===== config.mk =====
export PLATFORM = sky130hd
export DESIGN_NAME = edge_irq_ctl
export DESIGN_NICKNAME = d
export VERILOG_FILES = /design/src/rtl/edge_irq_pkg.sv /design/src/rtl/edge_irq_sync.sv /design/src/rtl/edge_irq_bank.sv /design/src/rtl/edge_irq_owner.sv /design/src/rtl/edge_irq_ctl.sv
export SDC_FILE = /design/constraint.sdc
export NUM_CORES = 2
export LEC_CHECK = 0
export BUFFER_PORTS_ARGS = -buffer_cell sky130_fd_sc_hd__clkbuf_2
export CAP_MARGIN = 20
export CORE_ASPECT_RATIO = 0.75
export CORE_MARGIN = 4
export CORE_UTILIZATION = 55
export CTS_CLUSTER_DIAMETER = 80
export DETAILED_ROUTE_END_ITERATION = 8
export PLACE_DENSITY = 0.83
export SLEW_MARGIN = 20
export SYNTH_ARGS = -nofsm -noshare
export SYNTH_HDL_FRONTEND = slang
export SYNTH_HIERARCHICAL = 1
export SYNTH_SLANG_ARGS = --single-unit

===== constraint.sdc =====
create_clock -name clk -period 6.3 [get_ports clk]
set_input_delay 0 -clock clk [delete_from_list [all_inputs] [get_ports clk]]
set_output_delay 0 -clock clk [all_outputs]
set_load 0.02 [all_outputs]

===== src/rtl/edge_irq_pkg.sv =====
package edge_irq_pkg;
   localparam int unsigned REG_W        = 32;
   localparam int unsigned ADDR_W       = 12;
   localparam int unsigned BANK_STRIDE  = 32'h20;
   localparam int unsigned OFS_RSEL     = 32'h00;
   localparam int unsigned OFS_FSEL     = 32'h04;
   localparam int unsigned OFS_SWEV     = 32'h08;
   localparam int unsigned OFS_RPND     = 32'h0C;
   localparam int unsigned OFS_FPND     = 32'h10;
   localparam int unsigned OFS_SEC      = 32'h14;
   localparam int unsigned MASK_BASE    = 32'h80;
   localparam int unsigned MASK_STRIDE  = 32'h10;
   localparam int unsigned OWN_BASE     = 32'h180;
   localparam int unsigned TRIG_TOP     = 32'h3EC;
   localparam int unsigned HWCFG_ADDR   = 32'h3F0;

   function automatic logic [ADDR_W-1:0] bank_reg(input int unsigned b, input int unsigned ofs);
      return ADDR_W'(BANK_STRIDE * b + ofs);
   endfunction

   function automatic logic [ADDR_W-1:0] mask_reg(input int unsigned b);
      return ADDR_W'(MASK_BASE + MASK_STRIDE * b);
   endfunction

   function automatic logic [ADDR_W-1:0] trig_reg(input int unsigned b);
      return ADDR_W'(TRIG_TOP - 4 * b);
   endfunction
endpackage


===== src/rtl/edge_irq_sync.sv =====
module edge_irq_sync #(
   parameter int unsigned N = 32
) (
   input  logic         clk,
   input  logic         rst_n,
   input  logic [N-1:0] async_i,
   output logic [N-1:0] level_o,
   output logic [N-1:0] rise_o,
   output logic [N-1:0] fall_o
);
   logic [N-1:0] meta_q, stab_q, prev_q;

   always_ff @(posedge clk or negedge rst_n) begin
      if (!rst_n) begin
         meta_q <= '0;
         stab_q <= '0;
         prev_q <= '0;
      end else begin
         meta_q <= async_i;
         stab_q <= meta_q;
         prev_q <= stab_q;
      end
   end

   assign level_o = stab_q;
   assign rise_o  = stab_q & ~prev_q;
   assign fall_o  = ~stab_q & prev_q;
endmodule


===== src/rtl/edge_irq_bank.sv =====
module edge_irq_bank
   import edge_irq_pkg::*;
#(
   parameter int unsigned BANK  = 0,
   parameter int unsigned LINES = 32,
   parameter logic [LINES-1:0] CFG = '1
) (
   input  logic              clk,
   input  logic              rst_n,
   input  logic [LINES-1:0]  rise_i,
   input  logic [LINES-1:0]  fall_i,
   input  logic [LINES-1:0]  level_i,
   input  logic [LINES-1:0]  owner_res_i,
   input  logic              wr_en,
   input  logic [ADDR_W-1:0] addr,
   input  logic [REG_W-1:0]  wdata,
   output logic [REG_W-1:0]  rdata_o,
   output logic              irq_o,
   output logic [LINES-1:0]  direct_o,
   output logic [LINES-1:0]  rsel_o,
   output logic [LINES-1:0]  fsel_o,
   output logic [LINES-1:0]  rpend_o,
   output logic [LINES-1:0]  fpend_o,
   output logic [LINES-1:0]  res_o
);
   localparam logic [ADDR_W-1:0] A_RSEL = bank_reg(BANK, OFS_RSEL);
   localparam logic [ADDR_W-1:0] A_FSEL = bank_reg(BANK, OFS_FSEL);
   localparam logic [ADDR_W-1:0] A_SWEV = bank_reg(BANK, OFS_SWEV);
   localparam logic [ADDR_W-1:0] A_RPND = bank_reg(BANK, OFS_RPND);
   localparam logic [ADDR_W-1:0] A_FPND = bank_reg(BANK, OFS_FPND);
   localparam logic [ADDR_W-1:0] A_SEC  = bank_reg(BANK, OFS_SEC);
   localparam logic [ADDR_W-1:0] A_MASK = mask_reg(BANK);
   localparam logic [ADDR_W-1:0] A_TRIG = trig_reg(BANK);

   logic [LINES-1:0] rsel_q, fsel_q, rpnd_q, fpnd_q, sec_q, mask_q;
   logic [LINES-1:0] wd, usable, sw_ev, r_set, f_set, r_clr, f_clr;

   assign wd     = wdata[LINES-1:0];
   assign res_o  = sec_q | owner_res_i;
   assign usable = CFG & ~res_o;
   assign sw_ev  = (wr_en && addr == A_SWEV) ? wd : '0;
   assign r_set  = usable & ((rise_i & rsel_q) | sw_ev);
   assign f_set  = usable & fall_i & fsel_q;
   assign r_clr  = (wr_en && addr == A_RPND) ? wd : '0;
   assign f_clr  = (wr_en && addr == A_FPND) ? wd : '0;

   always_ff @(posedge clk or negedge rst_n) begin
      if (!rst_n) begin
         rsel_q <= '0;
         fsel_q <= '0;
         rpnd_q <= '0;
         fpnd_q <= '0;
         sec_q  <= '0;
         mask_q <= '0;
      end else begin
         if (wr_en && addr == A_RSEL) rsel_q <= wd;
         if (wr_en && addr == A_FSEL) fsel_q <= wd;
         if (wr_en && addr == A_SEC)  sec_q  <= wd;
         if (wr_en && addr == A_MASK) mask_q <= wd;
         rpnd_q <= (rpnd_q & ~r_clr) | r_set;
         fpnd_q <= (fpnd_q & ~f_clr) | f_set;
      end
   end

   assign irq_o    = |((rpnd_q | fpnd_q) & mask_q & ~res_o);
   assign direct_o = level_i & ~CFG & mask_q & ~res_o;
   assign rsel_o   = rsel_q;
   assign fsel_o   = fsel_q;
   assign rpend_o  = rpnd_q;
   assign fpend_o  = fpnd_q;

   always_comb begin
      rdata_o = '0;
      if (addr == A_RSEL) rdata_o = REG_W'(rsel_q);
      if (addr == A_FSEL) rdata_o = REG_W'(fsel_q);
      if (addr == A_RPND) rdata_o = REG_W'(rpnd_q);
      if (addr == A_FPND) rdata_o = REG_W'(fpnd_q);
      if (addr == A_SEC)  rdata_o = REG_W'(sec_q);
      if (addr == A_MASK) rdata_o = REG_W'(mask_q);
      if (addr == A_TRIG) rdata_o = REG_W'(CFG);
   end
endmodule


===== src/rtl/edge_irq_owner.sv =====
module edge_irq_owner
   import edge_irq_pkg::*;
#(
   parameter int unsigned LINES   = 96,
   parameter int unsigned OWNER_W = 3
) (
   input  logic              clk,
   input  logic              rst_n,
   input  logic              wr_en,
   input  logic [ADDR_W-1:0] addr,
   input  logic              wr_en_bit,
   input  logic [2:0]        wr_id,
   output logic [REG_W-1:0]  rdata_o,
   output logic [LINES-1:0]  res_o
);
   localparam int unsigned IDX_W = ADDR_W - 2;

   generate
      if (OWNER_W == 0) begin : g_none
         assign rdata_o = '0;
         assign res_o   = '0;
      end else begin : g_filter
         logic [ADDR_W-1:0]  rel;
         logic [IDX_W-1:0]   idx;
         logic               in_rng;
         logic [LINES-1:0]   en_q;
         logic [OWNER_W-1:0] id_q [LINES];

         assign rel    = addr - ADDR_W'(OWN_BASE);
         assign idx    = rel[ADDR_W-1:2];
         assign in_rng = (addr >= ADDR_W'(OWN_BASE)) && (rel[1:0] == 2'b00)
                         && (idx < IDX_W'(LINES));

         always_ff @(posedge clk or negedge rst_n) begin
            if (!rst_n) begin
               en_q <= '0;
               for (int n = 0; n < LINES; n++) id_q[n] <= '0;
            end else if (wr_en && in_rng) begin
               for (int n = 0; n < LINES; n++) begin
                  if (idx == IDX_W'(n)) begin
                     en_q[n] <= wr_en_bit;
                     id_q[n] <= wr_id[OWNER_W-1:0];
                  end
               end
            end
         end

         always_comb begin
            rdata_o = '0;
            for (int n = 0; n < LINES; n++) begin
               if (in_rng && idx == IDX_W'(n)) begin
                  rdata_o[0]           = en_q[n];
                  rdata_o[4+:OWNER_W]  = id_q[n];
               end
            end
         end

         for (genvar n = 0; n < LINES; n++) begin : g_res
            assign res_o[n] = en_q[n] && (id_q[n] != OWNER_W'(1));
         end
      end
   endgenerate
endmodule


===== src/rtl/edge_irq_ctl.sv =====
module edge_irq_ctl
   import edge_irq_pkg::*;
#(
   parameter int unsigned NUM_BANKS  = 3,
   parameter int unsigned BANK_LINES = 32,
   parameter int unsigned OWNER_W    = 3,
   parameter logic [NUM_BANKS*BANK_LINES-1:0] CFG_LINES =
      96'h0000FFFF_FFFFFFFF_FFFFFFFF
) (
   input  logic                             clk,
   input  logic                             rst_n,
   input  logic [NUM_BANKS*BANK_LINES-1:0]  line_i,
   input  logic                             wr_en,
   input  logic [ADDR_W-1:0]                addr,
   input  logic [REG_W-1:0]                 wdata,
   output logic [REG_W-1:0]                 rdata,
   output logic [NUM_BANKS-1:0]             irq_o,
   output logic [NUM_BANKS*BANK_LINES-1:0]  direct_o
);
   localparam int unsigned NUM_LINES = NUM_BANKS * BANK_LINES;

   generate
      if (BANK_LINES < 1 || BANK_LINES > REG_W) begin : g_bad_lines
         $error("BANK_LINES must lie in 1..32");
      end
      if (NUM_BANKS < 1 || NUM_BANKS > 4) begin : g_bad_banks
         $error("NUM_BANKS must lie in 1..4");
      end
      if (OWNER_W > 3) begin : g_bad_owner
         $error("OWNER_W must not exceed 3");
      end
   endgenerate

   logic [NUM_LINES-1:0] level_all, rise_all, fall_all, owner_res;
   logic [NUM_LINES-1:0] rsel_all, fsel_all, rpend_all, fpend_all, res_all;
   logic [REG_W-1:0]     bank_rd [NUM_BANKS];
   logic [REG_W-1:0]     owner_rd, hwcfg;

   edge_irq_sync #(.N(NUM_LINES)) u_sync (
      .clk     (clk),
      .rst_n   (rst_n),
      .async_i (line_i),
      .level_o (level_all),
      .rise_o  (rise_all),
      .fall_o  (fall_all)
   );

   edge_irq_owner #(.LINES(NUM_LINES), .OWNER_W(OWNER_W)) u_owner (
      .clk       (clk),
      .rst_n     (rst_n),
      .wr_en     (wr_en),
      .addr      (addr),
      .wr_en_bit (wdata[0]),
      .wr_id     (wdata[6:4]),
      .rdata_o   (owner_rd),
      .res_o     (owner_res)
   );

   for (genvar b = 0; b < NUM_BANKS; b++) begin : g_bank
      edge_irq_bank #(
         .BANK  (b),
         .LINES (BANK_LINES),
         .CFG   (CFG_LINES[b*BANK_LINES +: BANK_LINES])
      ) u_bank (
         .clk         (clk),
         .rst_n       (rst_n),
         .rise_i      (rise_all[b*BANK_LINES +: BANK_LINES]),
         .fall_i      (fall_all[b*BANK_LINES +: BANK_LINES]),
         .level_i     (level_all[b*BANK_LINES +: BANK_LINES]),
         .owner_res_i (owner_res[b*BANK_LINES +: BANK_LINES]),
         .wr_en       (wr_en),
         .addr        (addr),
         .wdata       (wdata),
         .rdata_o     (bank_rd[b]),
         .irq_o       (irq_o[b]),
         .direct_o    (direct_o[b*BANK_LINES +: BANK_LINES]),
         .rsel_o      (rsel_all[b*BANK_LINES +: BANK_LINES]),
         .fsel_o      (fsel_all[b*BANK_LINES +: BANK_LINES]),
         .rpend_o     (rpend_all[b*BANK_LINES +: BANK_LINES]),
         .fpend_o     (fpend_all[b*BANK_LINES +: BANK_LINES]),
         .res_o       (res_all[b*BANK_LINES +: BANK_LINES])
      );
   end

   assign hwcfg = {4'b0, 4'(OWNER_W), 20'b0, 4'(NUM_BANKS)};

   always_comb begin
      rdata = owner_rd;
      for (int b = 0; b < NUM_BANKS; b++) rdata = rdata | bank_rd[b];
      if (addr == ADDR_W'(HWCFG_ADDR)) rdata = hwcfg;
   end
endmodule


==> impl_summary.txt <==
----------------------------------------------------
[Yosys]
  Post-Synthesis Cells ... 5,221
  Synthesized area divided by synthesized cell count ... 11.4 sq um
  Mapped Area ... 0.0593 sq mm
  Number of warnings reported in the yosys synthesis log ... 6

[Power]
  Fraction of power consumed by the clock network ... 43.5%
  Leakage Power ... 31.2 nW
  Portion of total power attributed to combinational logic ... 6.9%
  Maximum VDD drop ... 0.000272 V
  Fraction of power spent switching nets ... 24.6%
  Share of power burned in registers ... 49.7%
  Cell area power density ... 243 mW/mm^2
  Switching Power ... 4.03 mW
  Internal Power ... 12.3 mW
  Final Power ... 16.4 mW

[STA]
  Slew at the pin with the worst max-slew slack ... 1.20 ns
  Max-slew violation total from the final report ... 0
  Maximum clock frequency ... 192 MHz
  Final hold violation count ... 0
  Headroom to the max-slew limit ... 19.4%
  Final clock skew ... 0.0815 ns
  Fin crit share ... 82.9%
  Setup TNS ... 0 ns
  Unrepaired setup endpoints after global routing ... no
  Final worst path period need ... 5.22 ns
  Total setup violations reported at the end of the flow ... 0

[Die]
  Row cnt ... 104
  Top Ports ... 274
  Total core area ... 0.107 sq mm
  Initial cell density of the core ... 55.4%
  Die footprint ... 0.113 sq mm
  DIE HEIGHT ... 292 microns
  Die extent in x ... 387 microns

[Final layout]
  Final Instance Count excl. Fillers ... 7,073
  Area Growth Syn to Fin ... 13.7%
  Fraction of final layout cells with drive strength greater than 1 ... 24.2%
  Final Core Density ... 62.9%
  Nets@finish ... 5,696

[Global route]
  Peak-usage layer in the global routing report ... met2
  Met3 demand-to-capacity share in global routing ... 16.9%
  Global-route track usage on met2 ... 53.3%
  Via count of the first global-routing pass ... 48,005
  Wire length of the first global-routing pass ... 330,000 microns
  Fraction of met1 tracks used by global routing ... 52.6%
  GR Util All Layers ... 39.1%
  Total overflow reported by the global router ... 0
  Number of antenna violations at the first check in global routing ... 10
  Pin count of the biggest net entering global routing ... 184

[Detailed routing]
  Detail-routed net length per standard cell ... 32.0 microns
  Total via count after detailed routing ... 48,590
  Via count normalized by instance count ... 6.87
  WL final ... 226,000 microns
  Number of detailed-route iterations in the first pass ... 8
  DRC violation count after routing ... 0
  Antenna-violating nets left ... 0
  DR iter-0 viols ... 6,997

[Critical path]
  Start-to-end type of the worst setup path ... input port to primary output
  Kind of capture point of the worst setup path ... primary output
  Number of cells traversed by the worst register-to-register path ... 4
  Reg-to-reg startpoint ... u_owner/g_filter.id_q[193]$_DFFE_PN0P_
  Worst path arrival time ... 5.22 ns
  Setup crit end ... rdata[6]
  Crit start category ... input port
  Worst path required time ... 6.30 ns
  Reg2Reg Capture Point ... g_bank[0].u_bank/rpend_o[31]$_DFF_PN0_
  Flop2flop setup slack ... 4.76 ns
  Start point of the critical path ... addr[8]
  Highest fanout seen on the critical path ... 17

[Job]
  Max-cap check violation count ... 0

[Clock tree]
  H-tree depth ... 3
  Insertion delay of the later-clocked pin in the worst-skew pair ... 0.76 ns
  Clock sink count ... 1,232
  Num CTS Buffers ... 111
  TritonCTS clock tree ... yes
  CTS clk-pin slew, worst paths ... 0.07 ns
  Bufs on Longest Clock Path ... 3
  Clock tree root driver cell ... sky130_fd_sc_hd__clkbuf_16

[Placement]
  Placer congestion estimate ... 1.04
  Post-DP HPWL ... 153,000 microns
  # port buffers ... 193
  # placed instances ... 6,645

[Run status]
  Result of the run ... complete, no violations

[Hold path]
  Kind of path behind the tightest hold check ... input port to flop

----------------------------------------------------
[layout by cell type (no fill, tap or decap), types with 136 or more instances in the layout]
cell	instances
sky130_fd_sc_hd__dfrtp_1	1232
sky130_fd_sc_hd__mux2_2	567
sky130_fd_sc_hd__nand2_1	424
sky130_fd_sc_hd__nor2_1	329
sky130_fd_sc_hd__o21ai_0	254
sky130_fd_sc_hd__dlygate4sd3_1	225
sky130_fd_sc_hd__clkbuf_2	186
sky130_fd_sc_hd__inv_1	166
sky130_fd_sc_hd__and2b_2	160
sky130_fd_sc_hd__o22ai_1	136
[worst min path at each step]
stage,endpoint,depth (start not counted),from
floorplan,g_bank[0].u_bank/fpend_o[0]$_DFF_PN0_,0,rst_n
global placement,u_sync/meta_q[20]$_DFF_PN0_,1,line_i[20]
detailed placement,u_sync/meta_q[42]$_DFF_PN0_,1,line_i[42]
CTS,g_bank[0].u_bank/rpend_o[19]$_DFF_PN0_,3,wdata[19]
global route,g_bank[1].u_bank/rpend_o[19]$_DFF_PN0_,3,wdata[19]
finish,g_bank[0].u_bank/rpend_o[19]$_DFF_PN0_,3,wdata[19]
[stage by stage]
step / area, sq um / hold WS, ns / setup WS, ns
finish: 67400 / 0.0683 / 1.08
global route: 67400 / 0.0380 / 1.23
CTS: 67400 / 0.00552 / 1.38
detailed placement: 61300 / 0.110 / 1.40
global placement: 61300 / 0.108 / 1.35
floorplan: 59700 / -0.296 / 3.65
[worst max-delay path, cell delays in order]
cell and delay (ns):
sky130_fd_sc_hd__clkbuf_2 0.25, sky130_fd_sc_hd__ha_1 0.31, sky130_fd_sc_hd__a31oi_1 0.31, sky130_fd_sc_hd__or3_1 0.81, sky130_fd_sc_hd__a311oi_1 0.50, sky130_fd_sc_hd__a22o_1 0.42
sky130_fd_sc_hd__a31o_2 0.24, sky130_fd_sc_hd__a31oi_1 0.20, sky130_fd_sc_hd__o221ai_1 0.24, sky130_fd_sc_hd__o21ai_0 0.45, sky130_fd_sc_hd__o211ai_1 0.33, sky130_fd_sc_hd__nor4_1 0.85
sky130_fd_sc_hd__nor2_1 0.08, sky130_fd_sc_hd__clkbuf_2 0.19
[timing repair]
action,4_1_cts,5_1_grt
buffers inserted,0,0
hold endpoints to repair,393,0
hold buffers,225,0
gates resized for setup,0,0
[flip-flops by register name, indices dropped and copies added, names as in the netlist]
signal / flops
g_bank.u_bank/mask_q: 96
u_sync/level_o: 96
u_owner/g_filter.id_q: 288
g_bank.u_bank/sec_q: 96
u_owner/g_filter.en_q: 96
g_bank.u_bank/fsel_o: 96
u_sync/prev_q: 80
g_bank.u_bank/rpend_o: 96
u_sync/meta_q: 96
g_bank.u_bank/fpend_o: 96
g_bank.u_bank/rsel_o: 96
[routing by layer]
layer | routed length [microns] | vias to the layer above
met3 | 34500 | 694
met4 | 15100 | 6
met2 | 91000 | 3572
li1 | - | 19661
met5 | 36 | -
met1 | 85900 | 24657
[power groups by stage]
| stage | Clock (mW) | Sequential [mW] | Combinational (mW) |
|---|---|---|---|
| 2_1_floorplan | 0 | 8.24 | 0.474 |
| 3_3_place_gp | 0 | 8.26 | 0.951 |
| 3_5_place_dp | 0 | 8.27 | 0.962 |
| 4_1_cts | 7.12 | 8.13 | 1.08 |
| 5_1_grt | 7.50 | 8.14 | 1.17 |
| 6_report | 7.12 | 8.13 | 1.12 |
[cell type report]
type | instances | area [sq um]
antenna | 5 | 12.5
clock buffer | 158 | 3210
clock inverter | 40 | 608
fill | 7943 | 39700
inverter | 167 | 627
multi-input combinational | 3504 | 26100
sequential | 1232 | 30800
tap | 1431 | 1790
timing repair buffer | 536 | 4220
(Power assumes the default switching activity.)
